[config.mk]
export PLATFORM = sky130hd
export DESIGN_NAME = pgwin_xlate
export DESIGN_NICKNAME = d
export VERILOG_FILES = /design/src/rtl/pgwin_pkg.sv /design/src/rtl/pgwin_page_reg.sv /design/src/rtl/pgwin_decode.sv /design/src/rtl/pgwin_lane_fmt.sv /design/src/rtl/pgwin_xlate.sv
export SDC_FILE = /design/constraint.sdc
export NUM_CORES = 1
export LEC_CHECK = 0
export BUFFER_PORTS_ARGS = -buffer_cell sky130_fd_sc_hd__buf_4
export CORE_MARGIN = 5
export CORE_UTILIZATION = 30
export CTS_BUF_LIST = sky130_fd_sc_hd__clkbuf_8
export DETAILED_ROUTE_END_ITERATION = 8
export PLACE_DENSITY = 0.57
export SLEW_MARGIN = 20
export SYNTH_ARGS = -nofsm -noshare
export SYNTH_HDL_FRONTEND = slang
export SYNTH_SLANG_ARGS = --single-unit
[constraint.sdc]
create_clock -name clk_i -period 1.78 [get_ports clk_i]
set_clock_uncertainty 0.2 [all_clocks]
set_input_delay 0.534 -clock clk_i [delete_from_list [all_inputs] [get_ports clk_i]]
set_output_delay 0.534 -clock clk_i [all_outputs]
set_load 0.005 [all_outputs]
[src/rtl/pgwin_pkg.sv]
package pgwin_pkg;
  typedef enum logic [1:0] {
    ROUTE_RAM  = 2'd0,
    ROUTE_EXT  = 2'd1,
    ROUTE_PROG = 2'd2,
    ROUTE_NONE = 2'd3
  } route_e;
endpackage

[src/rtl/pgwin_page_reg.sv]
module pgwin_page_reg #(
  parameter int unsigned PAGE_W     = 10,
  parameter int unsigned RESET_PAGE = 1
) (
  input  logic              clk_i,
  input  logic              rst_ni,
  input  logic              we_i,
  input  logic [PAGE_W-1:0] wdata_i,
  output logic [PAGE_W-1:0] page_o
);
  logic [PAGE_W-1:0] page_q;

  always_ff @(posedge clk_i or negedge rst_ni) begin
    if (!rst_ni)   page_q <= PAGE_W'(RESET_PAGE);
    else if (we_i) page_q <= wdata_i;
  end

  assign page_o = page_q;
endmodule

[src/rtl/pgwin_decode.sv]
module pgwin_decode
  import pgwin_pkg::*;
#(
  parameter int unsigned DATA_W  = 16,
  parameter int unsigned PAGE_W  = 10,
  localparam int unsigned PROG_AW = 1 + (PAGE_W - 2) + (DATA_W - 1)
) (
  input  logic [DATA_W-1:0]  addr_i,
  input  logic [PAGE_W-1:0]  page_i,
  output route_e             route_o,
  output logic               trap_o,
  output logic               lane_hi_o,
  output logic [PROG_AW-1:0] prog_addr_o
);
  logic win, page_zero, prog_page;

  assign win       = addr_i[DATA_W-1];
  assign page_zero = (page_i == '0);
  assign prog_page = page_i[PAGE_W-1];

  always_comb begin
    route_o = ROUTE_RAM;
    trap_o  = 1'b0;
    if (win) begin
      if (page_zero) begin
        route_o = ROUTE_NONE;
        trap_o  = 1'b1;
      end else if (prog_page) begin
        route_o = ROUTE_PROG;
      end else begin
        route_o = ROUTE_EXT;
      end
    end
  end

  assign lane_hi_o   = page_i[PAGE_W-2];
  assign prog_addr_o = {1'b0, page_i[PAGE_W-3:0], addr_i[DATA_W-2:0]};
endmodule

[src/rtl/pgwin_lane_fmt.sv]
module pgwin_lane_fmt
  import pgwin_pkg::*;
#(
  parameter int unsigned DATA_W  = 16,
  localparam int unsigned BYTE_W  = DATA_W / 2,
  localparam int unsigned PWORD_W = DATA_W + BYTE_W
) (
  input  route_e             route_i,
  input  logic               lane_hi_i,
  input  logic               byte_mode_i,
  input  logic               byte_sel_i,
  input  logic [PWORD_W-1:0] prog_word_i,
  input  logic [DATA_W-1:0]  data_word_i,
  output logic [DATA_W-1:0]  rd_data_o
);
  logic [DATA_W-1:0] word;

  always_comb begin
    unique case (route_i)
      ROUTE_RAM, ROUTE_EXT: word = data_word_i;
      ROUTE_PROG: word = lane_hi_i ? {{BYTE_W{1'b0}}, prog_word_i[PWORD_W-1:DATA_W]}
                                   : prog_word_i[DATA_W-1:0];
      default:    word = '0;
    endcase
  end

  always_comb begin
    if (!byte_mode_i)    rd_data_o = word;
    else if (byte_sel_i) rd_data_o = {{BYTE_W{1'b0}}, word[DATA_W-1:BYTE_W]};
    else                 rd_data_o = {{BYTE_W{1'b0}}, word[BYTE_W-1:0]};
  end
endmodule

[src/rtl/pgwin_xlate.sv]
module pgwin_xlate
  import pgwin_pkg::*;
#(
  parameter int unsigned DATA_W     = 16,
  parameter int unsigned PAGE_W     = 10,
  parameter int unsigned RESET_PAGE = 1,
  localparam int unsigned PROG_AW   = 1 + (PAGE_W - 2) + (DATA_W - 1),
  localparam int unsigned PWORD_W   = DATA_W + DATA_W / 2
) (
  input  logic               clk_i,
  input  logic               rst_ni,
  input  logic               page_we_i,
  input  logic [PAGE_W-1:0]  page_wdata_i,
  input  logic               rd_req_i,
  input  logic [DATA_W-1:0]  rd_addr_i,
  input  logic               rd_byte_i,
  input  logic [PWORD_W-1:0] prog_word_i,
  input  logic [DATA_W-1:0]  data_word_i,
  output logic               valid_o,
  output logic [1:0]         route_o,
  output logic               trap_o,
  output logic               prog_re_o,
  output logic [PROG_AW-1:0] prog_addr_o,
  output logic               lane_hi_o,
  output logic [DATA_W-1:0]  rd_data_o
);
  logic [PAGE_W-1:0]  page;
  route_e             dec_route;
  logic               dec_trap, dec_lane;
  logic [PROG_AW-1:0] dec_addr;

  logic               valid_q, trap_q, lane_q, byte_q, bsel_q;
  route_e             route_q;
  logic [PROG_AW-1:0] addr_q;

  pgwin_page_reg #(.PAGE_W(PAGE_W), .RESET_PAGE(RESET_PAGE)) u_page (
    .clk_i   (clk_i),
    .rst_ni  (rst_ni),
    .we_i    (page_we_i),
    .wdata_i (page_wdata_i),
    .page_o  (page)
  );

  pgwin_decode #(.DATA_W(DATA_W), .PAGE_W(PAGE_W)) u_dec (
    .addr_i      (rd_addr_i),
    .page_i      (page),
    .route_o     (dec_route),
    .trap_o      (dec_trap),
    .lane_hi_o   (dec_lane),
    .prog_addr_o (dec_addr)
  );

  // decode uses the page value held before this edge
  always_ff @(posedge clk_i or negedge rst_ni) begin
    if (!rst_ni) begin
      valid_q <= 1'b0;
      route_q <= ROUTE_NONE;
      trap_q  <= 1'b0;
      lane_q  <= 1'b0;
      byte_q  <= 1'b0;
      bsel_q  <= 1'b0;
      addr_q  <= '0;
    end else begin
      valid_q <= rd_req_i;
      route_q <= rd_req_i ? dec_route : ROUTE_NONE;
      trap_q  <= rd_req_i & dec_trap;
      if (rd_req_i) begin
        lane_q <= dec_lane;
        byte_q <= rd_byte_i;
        bsel_q <= rd_addr_i[0];
        addr_q <= dec_addr;
      end
    end
  end

  pgwin_lane_fmt #(.DATA_W(DATA_W)) u_fmt (
    .route_i     (route_q),
    .lane_hi_i   (lane_q),
    .byte_mode_i (byte_q),
    .byte_sel_i  (bsel_q),
    .prog_word_i (prog_word_i),
    .data_word_i (data_word_i),
    .rd_data_o   (rd_data_o)
  );

  assign valid_o     = valid_q;
  assign route_o     = route_q;
  assign trap_o      = trap_q;
  assign prog_re_o   = valid_q && (route_q == ROUTE_PROG);
  assign prog_addr_o = addr_q;
  assign lane_hi_o   = lane_q;
endmodule

Word level (Yosys, flattened, before mapping)
Index checks and enable logic that the tools add are counted.
W data, S select, Z words.
{"block": "classes", "eq_ne": 2, "mux": 10, "bitwise": 1, "reduce_logical": 4}
{"op": "$mux W16", "count": 2}
{"op": "$pmux W16 S2", "count": 1}
{"op": "$logic_not A10 Y1", "count": 1}
{"op": "$mux W2", "count": 4}
{"op": "$mux W8", "count": 1}
{"op": "$eq A2 B1 Y1 const B", "count": 1}
{"op": "$eq A2 B2 Y1 const B", "count": 1}
{"op": "$logic_not A2 Y1", "count": 1}
{"op": "$mux W1", "count": 2}
{"op": "$reduce_or A2 Y1", "count": 1}
{"op": "$and A1 B1 Y1", "count": 1}
{"op": "$logic_and A1 B1 Y1", "count": 1}
{"block": "totals", "register_bits": 40, "output_inout_bits": 46, "word_cells": 25}

Longest topological paths before layout
{"block": "depth", "ltp_word": 5, "ltp_mapped": 6, "depth_no_buf": 3}

Hierarchy
Synthesis repeated with hierarchy kept, for this count alone.
{"block": "unflattened", "cells_unflattened": 179, "area_unflattened_um2": 2421.1}
{"mod": "pgwin_xlate", "n_inst": 1, "cells_each": 65, "area_each_um2": 1244.9, "seq_area_each_um2": 778.2}
{"mod": "pgwin_lane_fmt", "n_inst": 1, "cells_each": 58, "area_each_um2": 499.2, "seq_area_each_um2": 0.0}
{"mod": "pgwin_page_reg", "n_inst": 1, "cells_each": 21, "area_each_um2": 412.9, "seq_area_each_um2": 251.5}
{"mod": "pgwin_decode", "n_inst": 1, "cells_each": 35, "area_each_um2": 264.0, "seq_area_each_um2": 0.0}

Worst setup path after synthesis
No wires, ideal clock.
{"block": "synth_path", "path_kind": "register to output", "from": "reg route_q[0] (netlist: route_o[0])", "to": "out rd_data_o[7]", "t_arrival_ns": 1.152, "required_time_ns": 1.046, "setup_slack_ns": -0.106, "path_stages_with_launch": 5, "path_buffers": 1, "cell_sequence": "dfstp_2 > and2b_1 > buf_4 > a221oi_2 > a21oi_1"}
{"block": "synth_between", "elab_chain_len": 5}
{"element": "from (decl)", "line_no": "pgwin_xlate.sv:33", "text": "route_e route_q;"}
{"element": "from (signal assigned)", "line_no": "pgwin_xlate.sv:65", "text": "route_q <= rd_req_i ? dec_route : ROUTE_NONE;"}
{"element": "$eq A2 B1 Y1 / $logic_not A2 Y1 (equally long branches)", "line_no": "pgwin_lane_fmt.sv:19", "text": "unique case (route_i)"}
{"element": "$reduce_or A2 Y1", "line_no": "pgwin_lane_fmt.sv:19"}
{"element": "$pmux W16 S2 *", "line_no": "pgwin_lane_fmt.sv:19"}
{"element": "$mux W8", "line_no": "pgwin_lane_fmt.sv:29", "text": "else if (byte_sel_i) rd_data_o = {{BYTE_W{1'b0}}, word[DATA_W-1:BYTE_W]};"}
{"element": "$mux W16 *", "line_no": "pgwin_lane_fmt.sv:28", "text": "if (!byte_mode_i) rd_data_o = word;"}
{"element": "to (decl)", "line_no": "pgwin_xlate.sv:25", "text": "output logic [DATA_W-1:0] rd_data_o"}
Every way passes the cells marked *; elsewhere a longest branch is shown, timed or not.

Worst setup path in the final report
{"block": "layout_path", "from": "reg route_q[1] (netlist: route_o[1])", "to": "out rd_data_o[6]"}
Same word-level chain as after synthesis.

==> out/results.txt <==
run status = finished with violations
failing checks = setup timing
Yosys Warn Count = 0
Final Hold Viols = 0
vias in the first global route = 1,677
WP data required = 1050 ps
RSZ-0062 raised after global routing = true
fill cell count = 578
Reg-to-Reg Start = u_page.page_o[2]$_DFFE_PN0P_
Syn Inst Count = 149
Crit. End Element = output pin
final slew viol count = 0
Max Freq = 0.425 GHz
Critical Path Source = route_o[1]$_DFF_PN1_
Peak supply drop = 0.554 mV
Cell Area, Placed = 2940 µm²
antenna violations before repair = 0
H-tree Lvls = 2
setup ws final = -576 ps
syn_area_per_cell = 13.3 µm²
core area = 6390 µm²
Die H = 91.3 µm
WL/cell = 16.8 µm
# rows = 29
CP Class = flip-flop to output pin
CP startpoint kind = flip-flop
largest net degree at the start of global routing = 40
Seq/Total Area, Yosys = 0.494
GPL Wtd Cong = 0.752
total number of vias = 1,654
Pleak = 1.50 nW
net count after synthesis = 220
Tmin final = 2360 ps
first-pass GRT wire length = 9.12 mm
fin nets = 344
Worst-Skew Late Latency = 280 ps
FF/Latch Area = 980 µm²
CP Max Fanout = 9
GR Overflow Total = 0
area delta synth->final = 63.6%
post-route cell area = 3240 µm²
DP Cell Count = 338
fraction of layout cells with a size suffix above 1 = 0.693
Reg clk slew, reported paths = 70 ps
Netlist Area Pre-Place = 1980 µm²
P per Cell Area = 733 nW/µm²
post-cts hold buffer count = 0
Post-synth ARST share = 1.00
DRC Markers = 0
Seq cells post-synth = 39
max cap viols = 0
most frequent cells in the layout = buf_4, dfrtp_1, mux2_2
full die area = 8330 µm²
DR vias/cell = 4.71
maximum root-to-sink buffer count = 2
global-route usage over all layers = 0.136
HPWL after DPL = 4.36 mm
Initial Utilization = 0.310
final period utilization = 1.32
Yosys cell types = 26
TritonCTS Buffers = 5
Multi-input gate area = 1030 µm²
number of synthesized flops with an enable pin = 0
Hold Path Class = input pin to asynchronous set/reset pin
IO buf count = 115
Setup WS pre-CTS = -340 ps
Final Instance Count excl. Fillers = 351
final wirelength = 5.90 mm
most common cell after layout, fill and taps aside = buf_4
setup TNS = -8430 ps
Top Ports = 117
first drt pass iteration count = 3
antenna-violating nets left = 0
Die Wd = 91.3 µm
final-report setup violation count = 18
CTS Root Cell = clkbuf_8
ys flop type = dfrtp_1
CTS tree = done
clock sinks = 39
CP arrival = 1620 ps
Antenna diodes = 0
First DRT Iteration DRCs = 54
## timing repair
item | in CTS | in global routing
gates cloned | 1 | 1
setup buffers | 1 | 3
gates resized for setup | 8 | 20
setup endpoints to repair | 18 | 18
pin swaps | 1 | 8
## final cells by class
| cell class | count | area share |
|---|---|---|
| timing repair buffer | 129 | 0.321 |
| multi-input combinational | 96 | 0.319 |
| sequential | 39 | 0.302 |
| tap | 77 | 0.0297 |
| clock buffer | 5 | 0.0212 |
| clock inverter | 3 | 0.00386 |
| inverter | 2 | 0.00309 |
## critical path, stage by stage (launching register included)
cell	delay, ps
dfstp_2	610
and2b_1	190
buf_12	150
a221oi_2	60
a21oi_1	190
buf_4	150
## metrics by stage
stage	total power, mW	hold WS, ps	utilization
floorplan	1.37	38.4	-
global placement	1.75	271	0.460
detailed placement	1.76	277	0.460
CTS	2.36	28.9	0.484
global route	2.52	51.9	0.508
finish	2.38	8.25	0.508
## cells by family after synthesis
family / after synthesis / synth area share
buffers and inverters: 14 / 0.0562
muxes: 43 / 0.258
and+or+nand+nor: 25 / 0.0758
other: 1 / 0.00189
AOI/OAI and AO/OA: 27 / 0.114
DFF: 39 / 0.494
## final timing paths
path | endpoint | slack, ps | cells past startpoint
worst max register to register | trap_o$_DFF_PN0_ | 340 | 3
worst max-delay path | rd_data_o[6] | -580 | 5
worst min register to register | prog_addr_o[12]$_DFFE_PN0P_ | 290 | 1
max in group asynchronous | route_o[1]$_DFF_PN1_ | 1000 | 1
min in group clk_i | prog_addr_o[13]$_DFFE_PN0P_ | 260 | 2
worst min-delay path | u_page.page_o[2]$_DFFE_PN0P_ | 8 | 1
## flip-flops by register name, summed over array words and instances, names as in the netlist
name / count
prog_addr_o: 23
byte_q: 1
route_o: 2
trap_o: 1
valid_o: 1
lane_hi_o: 1
u_page.page_o: 10
## per-layer routing
layer | track usage | share of wire | vias to the layer above | routed length (µm)
met3 | 0.0636 | 0.11 | 10 | 666
li1 | - | - | 787 | -
met5 | 0 | 0 | - | 0
met1 | 0.173 | 0.41 | 763 | 2440
met4 | 0.0428 | 0.017 | 0 | 102
met2 | 0.205 | 0.46 | 94 | 2700
## cell usage after synthesis (3+ instances only)
cell type / instances / share of area
a31oi_1: 9 / 0.028
nor2b_1: 8 / 0.025
dfrtp_1: 36 / 0.45
dfstp_2: 3 / 0.040
mux2_1: 18 / 0.10
mux2_2: 18 / 0.10
buf_2: 3 / 0.0076
a221oi_2: 8 / 0.061
nor2_1: 9 / 0.017
mux2_4: 7 / 0.053
a21oi_1: 8 / 0.020
buf_6: 5 / 0.028
buf_4: 4 / 0.015
## power by group
| group | internal [mW] | total (mW) | switching [mW] |
|---|---|---|---|
| clock network | 0.264 | 0.558 | 0.295 |
| logic | 0.473 | 0.777 | 0.304 |
| registers | 0.985 | 1.04 | 0.0581 |
| total | 1.72 | 2.38 | 0.656 |
(Power assumes the default switching activity.)
